## src/rtl/l2cls_pkg.sv

```systemverilog
package l2cls_pkg;

  // A 2-bit size field pins its index bit when it holds 1 or 2.
  function automatic logic fld_active(input logic [1:0] f);
    return (f == 2'd1) || (f == 2'd2);
  endfunction

  // Level written into the pinned index bit: 1 -> low, 2 -> high.
  function automatic logic fld_level(input logic [1:0] f);
    return f[1];
  endfunction

  // A field of 3 is undefined.
  function automatic logic fld_bad(input logic [1:0] f);
    return f == 2'd3;
  endfunction

endpackage

```

## src/rtl/l2cls_sizereg.sv

```systemverilog
module l2cls_sizereg #(
  parameter int CFG_W = 4
) (
  input  logic             clk,
  input  logic             rst_n,
  input  logic             load_en,
  input  logic [CFG_W-1:0] load_val,
  output logic [CFG_W-1:0] cfg_q
);

  always_ff @(posedge clk) begin
    if (!rst_n)       cfg_q <= '0;
    else if (load_en) cfg_q <= load_val;
  end

  assert_reset_zero_R1: assert property (@(posedge clk) disable iff (!rst_n)
    $rose(rst_n) |-> (cfg_q == '0));

  assert_load_next_R2: assert property (@(posedge clk) disable iff (!rst_n)
    load_en |=> (cfg_q == $past(load_val)));

  assert_hold_R11: assert property (@(posedge clk) disable iff (!rst_n)
    !load_en |=> $stable(cfg_q));

endmodule

```

## src/rtl/l2cls_addr_match.sv

```systemverilog
module l2cls_addr_match #(
  parameter int          ADDR_W     = 40,
  parameter logic [39:0] CFG_ADDR   = 40'h00_1004_2000,
  parameter int          CFG_LSB    = 8,
  parameter int          CFG_W      = 4,
  parameter logic [39:0] MGMT_BASE  = 40'h00_D000_0000,
  parameter int          MGMT_LOG2  = 27,
  parameter int          WAY_LSB    = 17,
  parameter int          WAY_W      = 2
) (
  input  logic [ADDR_W-1:0] addr,
  output logic              cfg_hit,
  output logic [CFG_W-1:0]  cfg_nib,
  output logic              mgmt_hit,
  output logic [WAY_W-1:0]  way_sel
);

  localparam int CFG_MSB = CFG_LSB + CFG_W - 1;

  logic [ADDR_W-1:0] cfg_mask;
  always_comb begin
    cfg_mask = '1;
    cfg_mask[CFG_MSB:CFG_LSB] = '0;
  end

  // Every bit outside the control nibble must match the configuration address.
  assign cfg_hit  = ((addr ^ CFG_ADDR[ADDR_W-1:0]) & cfg_mask) == '0;
  assign cfg_nib  = addr[CFG_MSB:CFG_LSB];
  // The window is aligned to its size, so only the upper bits are compared.
  assign mgmt_hit = addr[ADDR_W-1:MGMT_LOG2] == MGMT_BASE[ADDR_W-1:MGMT_LOG2];
  assign way_sel  = addr[WAY_LSB+WAY_W-1:WAY_LSB];

  always_comb begin
    assert_disjoint_R9: assert (!(cfg_hit && mgmt_hit));
  end

endmodule

```

## src/rtl/l2cls_index_sizer.sv

```systemverilog
module l2cls_index_sizer
  import l2cls_pkg::*;
#(
  parameter int IDX_W = 12,
  parameter int CFG_W = 4
) (
  input  logic [IDX_W-1:0] raw_idx,
  input  logic [CFG_W-1:0] cfg,
  output logic [IDX_W-1:0] sized_idx,
  output logic             unsupported
);

  localparam int NFLD = CFG_W / 2;
  localparam int KEEP = IDX_W - NFLD;

  logic [NFLD-1:0] act;
  logic [NFLD-1:0] bad;

  assign sized_idx[KEEP-1:0] = raw_idx[KEEP-1:0];

  // Field k acts on index bit IDX_W-1-k.
  for (genvar k = 0; k < NFLD; k++) begin : g_fld
    logic [1:0] f;
    assign f      = cfg[2*k+1:2*k];
    assign act[k] = fld_active(f);
    assign sized_idx[IDX_W-1-k] = act[k] ? fld_level(f) : raw_idx[IDX_W-1-k];
    if (k == 0) begin : g_first
      assign bad[k] = fld_bad(f);
    end else begin : g_rest
      // A lower field may only restrict when the one above it also does.
      assign bad[k] = fld_bad(f) || (act[k] && !act[k-1]);
    end

    always_comb begin
      assert_pin_low_R4: assert (!(f == 2'd1) || (sized_idx[IDX_W-1-k] == 1'b0));
      assert_pin_high_R4: assert (!(f == 2'd2) || (sized_idx[IDX_W-1-k] == 1'b1));
    end
  end

  assign unsupported = |bad;

  always_comb begin
    assert_full_pass_R3: assert (!(cfg == '0) || (sized_idx == raw_idx));
  end

endmodule

```

## src/rtl/l2_addr_classifier.sv

```systemverilog
module l2_addr_classifier #(
  parameter int          ADDR_W    = 40,
  parameter int          LINE_LOG2 = 5,
  parameter int          IDX_W     = 12,
  parameter int          WAY_W     = 2,
  parameter int          CFG_W     = 4,
  parameter int          CFG_LSB   = 8,
  parameter logic [39:0] CFG_ADDR  = 40'h00_1004_2000,
  parameter logic [39:0] MGMT_BASE = 40'h00_D000_0000,
  parameter int          MGMT_LOG2 = 27
) (
  input  logic              clk,
  input  logic              rst_n,
  input  logic              req_vld,
  input  logic              req_wr,
  input  logic [ADDR_W-1:0] req_addr,
  input  logic              req_cacheable,
  output logic [IDX_W-1:0]  idx_out,
  output logic [WAY_W-1:0]  mgmt_way,
  output logic              is_cfg_wr,
  output logic              is_mgmt,
  output logic              is_normal,
  output logic              force_hit,
  output logic              mc_ignore,
  output logic              eff_cacheable,
  output logic              fwd_vld,
  output logic [CFG_W-1:0]  cfg_readback,
  output logic              cfg_unsupported
);

  localparam int IDX_LSB = LINE_LOG2;
  localparam int WAY_LSB = LINE_LOG2 + IDX_W;

  logic             cfg_hit;
  logic             mgmt_hit;
  logic [CFG_W-1:0] cfg_nib;
  logic [CFG_W-1:0] cfg_q;
  logic [IDX_W-1:0] raw_idx;
  logic [IDX_W-1:0] sized_idx;
  logic             cfg_load;

  l2cls_addr_match #(
    .ADDR_W(ADDR_W), .CFG_ADDR(CFG_ADDR), .CFG_LSB(CFG_LSB), .CFG_W(CFG_W),
    .MGMT_BASE(MGMT_BASE), .MGMT_LOG2(MGMT_LOG2), .WAY_LSB(WAY_LSB), .WAY_W(WAY_W)
  ) u_match (
    .addr(req_addr), .cfg_hit(cfg_hit), .cfg_nib(cfg_nib),
    .mgmt_hit(mgmt_hit), .way_sel(mgmt_way)
  );

  assign cfg_load = req_vld && req_wr && cfg_hit;

  l2cls_sizereg #(.CFG_W(CFG_W)) u_reg (
    .clk(clk), .rst_n(rst_n), .load_en(cfg_load), .load_val(cfg_nib), .cfg_q(cfg_q)
  );

  assign raw_idx = req_addr[IDX_LSB+IDX_W-1:IDX_LSB];

  l2cls_index_sizer #(.IDX_W(IDX_W), .CFG_W(CFG_W)) u_size (
    .raw_idx(raw_idx), .cfg(cfg_q), .sized_idx(sized_idx), .unsupported(cfg_unsupported)
  );

  assign is_cfg_wr     = cfg_load;
  assign is_mgmt       = req_vld && mgmt_hit && !cfg_load;
  assign is_normal     = req_vld && !cfg_load && !is_mgmt;
  assign force_hit     = is_mgmt;
  assign mc_ignore     = is_mgmt;
  assign eff_cacheable = is_mgmt || req_cacheable;
  assign fwd_vld       = req_vld && !cfg_load;
  assign idx_out       = is_mgmt ? raw_idx : sized_idx;
  assign cfg_readback  = cfg_q;

  assert_one_class_R9: assert property (@(posedge clk) disable iff (!rst_n)
    req_vld |-> $onehot({is_cfg_wr, is_mgmt, is_normal}));

  assert_idle_quiet_R9: assert property (@(posedge clk) disable iff (!rst_n)
    !req_vld |-> !(is_cfg_wr || is_mgmt || is_normal || force_hit || mc_ignore || fwd_vld));

  assert_mgmt_hit_R7: assert property (@(posedge clk) disable iff (!rst_n)
    is_mgmt |-> (force_hit && mc_ignore && eff_cacheable && fwd_vld));

  assert_cfg_dropped_R10: assert property (@(posedge clk) disable iff (!rst_n)
    is_cfg_wr |-> !fwd_vld);

endmodule

```

## config.mk

```make
export PLATFORM = sky130hd
export DESIGN_NAME = l2_addr_classifier
export DESIGN_NICKNAME = d
export VERILOG_FILES = /design/src/rtl/l2cls_pkg.sv /design/src/rtl/l2cls_sizereg.sv /design/src/rtl/l2cls_addr_match.sv /design/src/rtl/l2cls_index_sizer.sv /design/src/rtl/l2_addr_classifier.sv
export SDC_FILE = /design/constraint.sdc
export NUM_CORES = 1
export LEC_CHECK = 0
export BUFFER_PORTS_ARGS = -buffer_cell sky130_fd_sc_hd__clkbuf_2
export CORE_MARGIN = 2
export CORE_UTILIZATION = 32
export DETAILED_ROUTE_END_ITERATION = 10
export PLACE_DENSITY = 0.86
export SYNTH_ARGS = -nofsm -noshare
export SYNTH_HDL_FRONTEND = slang
export SYNTH_HIERARCHICAL = 1
export SYNTH_SLANG_ARGS = --single-unit
```

## constraint.sdc

```tcl
create_clock -name clk -period 1.4 [get_ports clk]
set_input_delay 0.14 -clock clk [delete_from_list [all_inputs] [get_ports clk]]
set_output_delay 0.14 -clock clk [all_outputs]
set_load 0.01 [all_outputs]
```

==> results of run 1 <==
## stage by stage
| step | cells | worst slack [ps] | setup TNS (ps) | utilization |
|---|---|---|---|---|
| final | 172 | -445.4 | -6800 | 0.6238 |
| after global routing | 172 | -491.9 | -7834 | 0.6238 |
| after floorplan | 74 | -98.49 | -921.4 | - |
| after detailed placement | 163 | -466.5 | -7218 | 0.5003 |
| after global placement | 163 | -416.7 | -6292 | 0.5003 |
| after CTS | 168 | -409.3 | -5760 | 0.5323 |
## synthesized netlist by cell type, types with 2 or more instances
cell,n,share of area
dfxtp_1,4,0.11
buf_4,18,0.19
mux2i_1,4,0.056
inv_1,2,0.011
mux2_2,4,0.063
nor3_1,2,0.014
nor2_1,3,0.016
nor2b_1,5,0.044
buf_6,2,0.032
mux2_4,10,0.21
nor4_1,3,0.026
ha_1,2,0.035
nor4b_1,2,0.025
## cell type report
class | instances | area [um^2] | share of cell area
sequential | 4 | 80.08 | 0.05976
inverter | 2 | 10.01 | 0.007470
multi-input combinational | 49 | 594.3 | 0.4435
clock buffer | 3 | 22.52 | 0.01681
tap | 28 | 35.03 | 0.02614
timing repair buffer | 86 | 598.1 | 0.4463
## critical path, cell delays in order
cell and delay, ps:
buf_6 100, nor4b_2 270, nand4_1 220, nor3_4 180, nand2_2 140, nand3_4 190
mux2_4 330, buf_6 120
## worst min-delay path by stage
stage	start	end	slack [ps]	cells after the start
final	rst_n	u_reg/cfg_q[1]	160	2
after global routing	rst_n	u_reg/cfg_q[0]	160	2
after CTS	rst_n	u_reg/cfg_q[1]	160	2
after detailed placement	rst_n	u_reg/cfg_q[1]	400	2
after global placement	rst_n	u_reg/cfg_q[2]	390	2
after floorplan	rst_n	u_reg/cfg_q[0]	270	1
## routing by layer
metal | part of all wire | wire (um)
met1 | 0.35 | 775
met2 | 0.53 | 1170
met3 | 0.093 | 205
met4 | 0.021 | 47
met5 | 0 | 0
## logic make-up (layout without fill, tap and decap cells)
group,Yosys count,count (layout)
buffers and inverters,22,91
AND/OR/NAND/NOR,27,28
multiplexers,18,18
adder cells (fa/ha/maj),2,2
flip-flops,4,4
AO/OA/AOI/OAI,1,1
## power groups by stage
stage | Combinational (mW) | Clock [mW] | Sequential [mW]
floorplan | 0.0939 | 0 | 0.116
global placement | 0.179 | 0 | 0.116
detailed placement | 0.183 | 0 | 0.116
CTS | 0.191 | 0.149 | 0.115
global route | 0.240 | 0.162 | 0.114
finish | 0.224 | 0.145 | 0.115
## repair_timing
action,in CTS,in global routing
setup endpoints to repair,20,24
gates cloned,1,0
pin swaps,7,7
hold buffers,0,0
gates resized for setup,8,41
setup buffers,1,4
==> metrics.yaml, run 1 <==
status: "finished with violations"
violations: "negative setup slack"
p_int_uw: 348.7
r2r_start: "u_reg/cfg_q[3]"
async_flop_share: 0
drtPass1Iterations: 3
drv_slew: 0
n_antenna_cell: 0
p_sw_frac: 0.2789
grt_pass1_wl_um: 2967
period_minus_slack_ps: 1845
synthSimpleGateAreaFrac: 0.2842
yosys.area_share.adder: 0.03509
area_growth_pct: 87.90
portBuffers: 70
p_clk_frac: 0.299
timing.final.crit_share: 1.318
synth_compound_gate_area_share: 0.007018
critPathArrivalTime_ps: 1710
synth_top_family_by_area: "multiplexers"
core_area_um2: 2148
critical_path_class: "input port to output port"
largest_reg_flops: 4
reg_top3: "u_reg/cfg_q x4"
clk_path_buf_depth: 2
syn_area_um2: 713.2
critPathMaxFanout: 7
max_slew.worst_pin.slew_ps: 226.6
via_count: 799
antenna_found_initial: 0
drc_errors: 0
fin_ws_ps: -445.4
cap_viol_max_count: 0
hold_viol: 0
synth-edff-count: 0
grt_max_degree: 8
p_sw_uw: 134.8
ios: 71
dp_hpwl_um: 1557
hold_ws_ps: 163.4
ant_nets: 0
pwr_density_cell_nw_per_um2: 360.8
synth_seq_area_share: 0.1123
ir_drop_mv: 0.2004
grt_overflow: 0
cp-endpoint: "idx_out[0]"
muxShareOfSynthArea: 0.3298
synth_nets: 121
fmax_ghz: 0.5419
cts_tree: "done"
cp-end-kind: "output port"
grt_pass1_vias: 723
grt_use_met2: 0.2922
startpoint_type: "input port"
die-area_um2: 2622
htreeDepth: 1
syn_area_per_cell_um2: 9.638
worst_r2r_path_depth: 3
crit_path_start: "req_addr[12]"
insertion_delay_ps: 240
wl_per_cell_um: 12.78
synth_xor_area_frac: 0
setup_viol: 23
clock_skew_ps: 0
cts_buffers: 3
stdcell_area_um2: 1340
timing.rr.end: "u_reg/cfg_q[3]"
die_h_um: 51.21
layout_commonest_cell: "clkbuf_2"
met3_usage: 0.02047
grt_util_met1: 0.1625
yosysWarnings: 6
die_w_um: 51.21
finalWirelength_um: 2199
p_total_uw: 483.5
fill_cells: 175
viasPerCell: 4.645
ys_ff_latch: 4
min_path_type: "input port to register"
place_area_um2: 1075
clock-sinks: 4
synthCells: 74
cts_root_buf: "clkbuf_4"
final_nets: 193
rows: 17
regMostFlops: "u_reg/cfg_q"
cts.clk_slew.worst_paths_ps: 40
rsz0062_at_grt: "true"
cp.required_ps: 1260
synth_ff_type: "dfxtp_1"
drive_gt1_frac: 0.8333
layout_common_cells: "54 x clkbuf_2, 20 x buf_6, 14 x mux2_4"
drtIter0Drc: 2
seqPwrFrac: 0.237
comb_power_share: 0.464
leakage_nw: 0.7014
start_util: 0.3320
grt_busiest_layer: "met2"
reg2reg_slack_ps: 600
yosysUniqueCellTypes: 26
slew_headroom: 0.8486
gp_congestion: 0.7025
grt.total_usage: 0.1537
Power figures use the tool's default switching activity.
==> run 2: changes to the inputs <==
--- a/config.mk
+++ b/config.mk
@@ -7,9 +7,9 @@
 export LEC_CHECK = 0
 export BUFFER_PORTS_ARGS = -buffer_cell sky130_fd_sc_hd__clkbuf_2
 export CORE_MARGIN = 2
-export CORE_UTILIZATION = 32
+export CORE_UTILIZATION = 35
 export DETAILED_ROUTE_END_ITERATION = 10
-export PLACE_DENSITY = 0.86
+export PLACE_DENSITY = 0.77
 export SYNTH_ARGS = -nofsm -noshare
 export SYNTH_HDL_FRONTEND = slang
 export SYNTH_HIERARCHICAL = 1
==> constraint.sdc (replaced) <==
create_clock -name clk -period 2.1 [get_ports clk]
set_input_delay 0.21 -clock clk [delete_from_list [all_inputs] [get_ports clk]]
set_output_delay 0.21 -clock clk [all_outputs]
set_load 0.01 [all_outputs]
==> run 2 against run 1 <==
The flow now finishes without violations. Via count down 17%. First-iteration DRC count rose to 2.5 times the previous value. Total power down 42%. Clock power down 33%. Register-to-register slack better by 830 ps. Critical path depth unchanged. Global-route usage down 1.8 points. Die area down 7.9%. Highest routed layer is now met3. Worst setup slack better by 570 ps. Sequential power down 34%. Sequential share of layout area up 2.2 points. Final cell count down 10%.
==> metrics.yaml, run 2 (synthesis gave the netlist of run 1 again) <==
via_count: 667  # -17%
grt_pass1_wl_um: 2511  # -15%
pwr_density_cell_nw_per_um2: 286.6  # -21%
cts.clk_slew.worst_paths_ps: 40  # about the same
viasPerCell: 4.331  # -6.8%
drc_errors: 0  # unchanged
critPathArrivalTime_ps: 1770  # +60 ps
antenna_found_initial: 0  # unchanged
final_nets: 176  # -8.8%
timing.rr.end: "u_reg/cfg_q[2]"
min_delay_worst_endpoint: "u_reg/cfg_q[3]"
postLayoutCoreUtil: 0.5032  # -0.1205
startpoint_type: "input port"
fmax_ghz: 0.5052
cts_buffers: 3  # unchanged
fill_cells: 215  # +23%
ant_nets: 0  # unchanged
min_path_cells: 2  # unchanged
clock-sinks: 4  # unchanged
area_growth_pct: 37.02
htreeDepth: 1  # unchanged
die-area_um2: 2415  # -7.9%
grt.total_usage: 0.1356  # -0.01805
tns_ps: 0  # +6800 ps
p_clk_frac: 0.345  # +0.046
n_antenna_cell: 0  # unchanged
hold_viol: 0  # unchanged
drv_slew: 0  # unchanged
ir_drop_mv: 0.1501  # -25%
status: "complete, no violations"
die_h_um: 49.14  # -4.0%
comb_power_share: 0.383  # -0.081
cts_tree: "done"
seqPwrFrac: 0.273  # +0.036
cp-end-kind: "output port"
portBuffers: 70  # unchanged
max_slew.worst_pin.slew_ps: 278.4  # +51.84 ps
leakage_nw: 0.5381  # -23%
core_area_um2: 1942  # -9.6%
cts_root_buf: "clkbuf_4"
drive_gt1_frac: 0.7402  # -0.09318
worst_r2r_path_depth: 2  # -1
reg2reg_slack_ps: 1430  # +830 ps
start_util: 0.3673  # +0.03529
drtPass1Iterations: 2  # -1
rows: 16  # -1
insertion_delay_ps: 230  # about the same
period_minus_slack_ps: 1979
layout_common_cells: "70 x clkbuf_2, 10 x mux2_4, 5 x nor2b_1"
gp_congestion: 0.6576  # -6.4%
clk_path_buf_depth: 2  # unchanged
cpPeakStageDelay_ps: 360  # +30 ps
timing.final.crit_share: 0.9426
path_common_cell: "clkbuf_2"
dp_hpwl_um: 1457  # -6.4%
min_path_type: "input port to register"
path_cells: "clkbuf_2, nor4b_4, nand4_1, nor3_2, nand2_2, nand3_4, mux2_2, clkbuf_2"
p_total_uw: 280.1  # -42%
largest_reg_flops: 4  # unchanged
slowest_stage: "mux2_2"
grt_pass1_vias: 627  # -13%
cap_viol_max_count: 0  # unchanged
die_w_um: 49.14  # -4.0%
grt_max_degree: 15  # +7
critical_path_class: "input port to output port"
wl_per_cell_um: 10.75  # -16%
layout_commonest_cell: "clkbuf_2"
p_int_uw: 203.8  # -42%
ios: 71  # unchanged
cts_setup_buffers: 0  # -1
setup_viol: 0  # -100%
clock_skew_ps: 0  # unchanged
min_from: "rst_n"
grt_overflow: 0  # unchanged
finalWirelength_um: 1655  # -25%
p_sw_frac: 0.2724  # -0.006475
drtIter0Drc: 5  # +3
r2r_start: "u_reg/cfg_q[2]"
regMostFlops: "u_reg/cfg_q"
cp.required_ps: 1890  # +630 ps
reg_top3: "u_reg/cfg_q x4"
critPathMaxFanout: 14  # +7
p_sw_uw: 76.29  # -43%
slew_headroom: 0.8118  # -0.03682
-- run 2: cell type report --
cell class                      count  area (um^2)  share of cell area
Clock buffer                        3        22.52             0.02305
Inverter                            2        7.507            0.007682
Multi-Input combinational cell     48        483.0              0.4942
Sequential cell                     4        80.08             0.08195
Tap cell                           27        33.78             0.03457
Timing Repair Buffer               70        350.3              0.3585
-- run 2: critical path, delay by kind of cell --
kind,cells,cell delay [ps]
buffers and inverters,2,240
and+or+nand+nor,5,950
muxes,1,360
-- run 2: how the worst max path moves through the flow --
stage | startpoint | end | slack [ps] | cells past startpoint
floorplan | req_addr[32] | idx_out[10] | 410 | 7
global placement | req_addr[12] | idx_out[11] | 60 | 8
detailed placement | req_addr[12] | idx_out[11] | 10 | 8
CTS | req_addr[12] | idx_out[11] | 9 | 8
global route | req_addr[12] | idx_out[1] | -0.1 | 8
finish | req_addr[12] | idx_out[11] | 120 | 8
-- run 2: power groups by stage --
stage               Combinational [mW]  Clock (mW)  Sequential, mW
floorplan                       0.0597           0          0.0776
global placement                 0.104           0          0.0776
detailed placement               0.105           0          0.0776
CTS                              0.106       0.102          0.0763
global route                     0.116       0.110          0.0761
finish                           0.107      0.0965          0.0764
-- run 2: stage by stage --
step	worst slack (ps)	hold slack, ps	cells	cell area (um^2)
after floorplan	406.9	338.2	74	713.2
after global placement	63.45	456.2	151	939.7
after detailed placement	13.43	461.2	151	939.7
after CTS	9.343	220.0	154	962.2
after global routing	-0.1481	244.6	154	977.2
final	120.5	226.2	154	977.2
-- run 2: layer usage --
layer  track usage  share of wire  vias to the layer above  wire length (um)
met1        0.1461           0.36                      272               589
met3       0.02761          0.089                        0               148
li1              -              -                      351                 -
met5             0              0                        -                 0
met2        0.2387           0.55                       44               916
met4       0.08571              0                        0                 0
-- run 2: timing repair --
action | in CTS | in global routing
endpoints found under the setup margin | 0 | 12
resized for setup | 0 | 2
hold buffers | 0 | 0
==> run 3: changes to the inputs <==
--- a/config.mk
+++ b/config.mk
@@ -5,11 +5,12 @@
 export SDC_FILE = /design/constraint.sdc
 export NUM_CORES = 1
 export LEC_CHECK = 0
+export ABC_AREA = 1
 export BUFFER_PORTS_ARGS = -buffer_cell sky130_fd_sc_hd__clkbuf_2
 export CORE_MARGIN = 2
-export CORE_UTILIZATION = 35
+export CORE_UTILIZATION = 37
 export DETAILED_ROUTE_END_ITERATION = 10
-export PLACE_DENSITY = 0.77
+export PLACE_DENSITY = 0.79
 export SYNTH_ARGS = -nofsm -noshare
 export SYNTH_HDL_FRONTEND = slang
 export SYNTH_HIERARCHICAL = 1
==> run 3 against run 2 <==
Clock skew stayed put. Flip-flop and latch count stayed put. Register-to-register slack better by 40 ps. Largest cell class unchanged. Total power is 2.5% lower.
==> metrics.yaml, run 3 <==
status: "complete, no violations"
final_cells: 224  # +45%
cts_tree: "done"
finalWirelength_um: 1806  # +9.1%
p_total_uw: 273.2  # -2.5%
layout_commonest_cell: "clkbuf_2"
regMostFlops: "u_reg/cfg_q"
die_w_um: 49.31  # +0.34%
antenna_found_initial: 0  # unchanged
die-area_um2: 2431  # +0.67%
final_nets: 246  # +40%
grt_pass1_vias: 748  # +19%
seqPwrFrac: 0.280  # +0.007
grt.total_usage: 0.1446  # +0.008990
p_int_uw: 193.7  # -5.0%
grt_max_degree: 15  # unchanged
syn_area_per_cell_um2: 5.238  # -46%
ys_ff_latch: 4  # unchanged
start_util: 0.3911  # +0.02384
period_minus_slack_ps: 1706  # -273.8 ps
highest_layer: "met3"
core_area_um2: 1942  # unchanged
dp_hpwl_um: 1545  # +6.0%
async_flop_share: 0  # unchanged
wl_met2_um: 780  # -15%
cts_buffers: 3  # unchanged
cp-end-kind: "output port"
seqCellArea_um2: 80.08  # unchanged
synth_nets: 192  # +59%
max_slew.worst_pin.slew_ps: 245.6  # -32.81 ps
cts_root_buf: "clkbuf_4"
htreeDepth: 1  # unchanged
yosysWarnings: 6  # unchanged
rows: 16  # unchanged
drtIter0Drc: 9  # +4
clk_path_buf_depth: 2  # unchanged
synth.most_common_cell: "nand2_1"
largest_reg_flops: 4  # unchanged
fill_cells: 231  # +7.4%
n_antenna_cell: 0  # unchanged
min_path_type: "input port to register"
hold_ws_ps: 233.3  # +7.163 ps
viasPerCell: 4.268  # -1.5%
pwr_density_cell_nw_per_um2: 272.2  # -5.0%
multi_input_area_um2: 456.7  # -5.4%
hold_viol: 0  # unchanged
comb_power_share: 0.379  # -0.004
yosys-top-cells-area: "nand2_1 26%, buf_4 19%, nor2_1 15%, dfxtp_1 11%, nand3_1 8.6%"
drtPass1Iterations: 5  # +3
fmax_ghz: 0.5863  # +16%
wl_per_cell_um: 8.063  # -25%
critPathMaxFanout: 10  # -4
synth_ff_type: "dfxtp_1"
synthCells: 145  # +96%
p_clk_frac: 0.341  # -0.004
drv_slew: 0  # unchanged
gp_congestion: 0.7920  # +20%
yosysTopAreaCell: "nand2_1"
dp.cells: 221  # +46%
ctsResizeCount: 0  # unchanged
tns_ps: 0  # unchanged
ant_nets: 0  # unchanged
die_h_um: 49.31  # +0.34%
cts.clk_slew.worst_paths_ps: 40  # about the same
startpoint_type: "input port"
drive_gt1_frac: 0.4061  # -0.3341
synth-edff-count: 0  # unchanged
area_growth_pct: 32.12
critPathArrivalTime_ps: 1500  # -270 ps
clock_skew_ps: 0  # unchanged
drc_errors: 0  # unchanged
slew_headroom: 0.8357  # +0.02391
hold_buffers: 0  # unchanged
rsz0062_at_grt: "false"
grt_overflow: 0  # unchanged
clock-sinks: 4  # unchanged
netlist_top_cells_count: "53 x nand2_1, 30 x nor2_1, 19 x buf_4"
m1WireLength_um: 813  # +38%
p_sw_frac: 0.2911  # +0.01868
dr_wl_met3_um: 212  # +43%
cp.required_ps: 1890  # about the same
insertion_delay_ps: 230  # about the same
via_count: 956  # +43%
ios: 71  # unchanged
cap_viol_max_count: 0  # unchanged
portBuffers: 70  # unchanged
grt_pass1_wl_um: 2891  # +15%
yosysUniqueCellTypes: 16  # -38%
reg_top3: "u_reg/cfg_q x4"
synth_top_area_share: 0.2619  # +0.05142
timing.final.crit_share: 0.8122  # -0.1304
min_path_cells: 3  # +1
critical_path_class: "input port to output port"
ir_drop_mv: 0.1751  # +17%
p_sw_uw: 79.51  # +4.2%
cts_setup_buffers: 0  # unchanged
synth_seq_area_share: 0.1054  # -0.006844
worst_r2r_path_depth: 2  # unchanged
leakage_nw: 0.6544  # +22%
syn_area_um2: 759.5  # +6.5%
layout_common_cells: "70 x clkbuf_2, 53 x nand2_1, 30 x nor2_1"
setup_viol: 0  # unchanged
run 3: power groups by stage:
| stage | Combinational, mW | Sequential (mW) | Clock [mW] |
|---|---|---|---|
| floorplan | 0.0597 | 0.0776 | 0 |
| global placement | 0.104 | 0.0776 | 0 |
| detailed placement | 0.104 | 0.0776 | 0 |
| CTS | 0.105 | 0.0764 | 0.0984 |
| global route | 0.117 | 0.0762 | 0.103 |
| finish | 0.104 | 0.0764 | 0.0932 |
run 3: per-layer routing:
| layer | GRT usage | up-vias |
|---|---|---|
| met2 | 0.2410 | 51 |
| met5 | 0 | - |
| met1 | 0.1793 | 377 |
| met4 | 0.05714 | 0 |
| met3 | 0.03067 | 0 |
| li1 | - | 528 |
run 3: worst max-delay path: stages:
cell and delay (ps):
clkbuf_2 70, or2_0 210, nor2_1 100, nand3_1 80
nor2_1 110, nand3_2 150, buf_4 200, inv_1 180
clkbuf_2 170
run 3: worst paths after layout:
kind | endpoint | start | slack, ps
max reg2reg | u_reg/cfg_q[1] | u_reg/cfg_q[1] | 1470
min | u_reg/cfg_q[3] | rst_n | 230
max | is_cfg_wr | req_addr[1] | 390
min reg2reg | u_reg/cfg_q[2] | u_reg/cfg_q[2] | 500
run 3: logic make-up after synthesis:
logic type | count (synthesis) | synth area share
simple gates | 103 | 0.5684
buf+inv | 36 | 0.2932
flops | 4 | 0.1054
fa+ha+maj | 2 | 0.03294
run 3: final cells by class:
| type | instances | area share |
|---|---|---|
| clock buffers | 3 | 0.02244 |
| inverters | 14 | 0.05237 |
| multi-input cells | 105 | 0.4551 |
| flip-flops and latches | 4 | 0.07980 |
| well taps | 27 | 0.03367 |
| repair buffers | 71 | 0.3566 |
run 3: per-stage QoR:
stage | util | cell area (um^2) | worst slack, ps
after floorplan | - | 759.5 | 610.1
after global placement | 0.5052 | 980.9 | 406.8
after detailed placement | 0.5052 | 980.9 | 372.3
after CTS | 0.5168 | 1003 | 373.0
after global routing | 0.5168 | 1003 | 181.5
final | 0.5168 | 1003 | 394.3
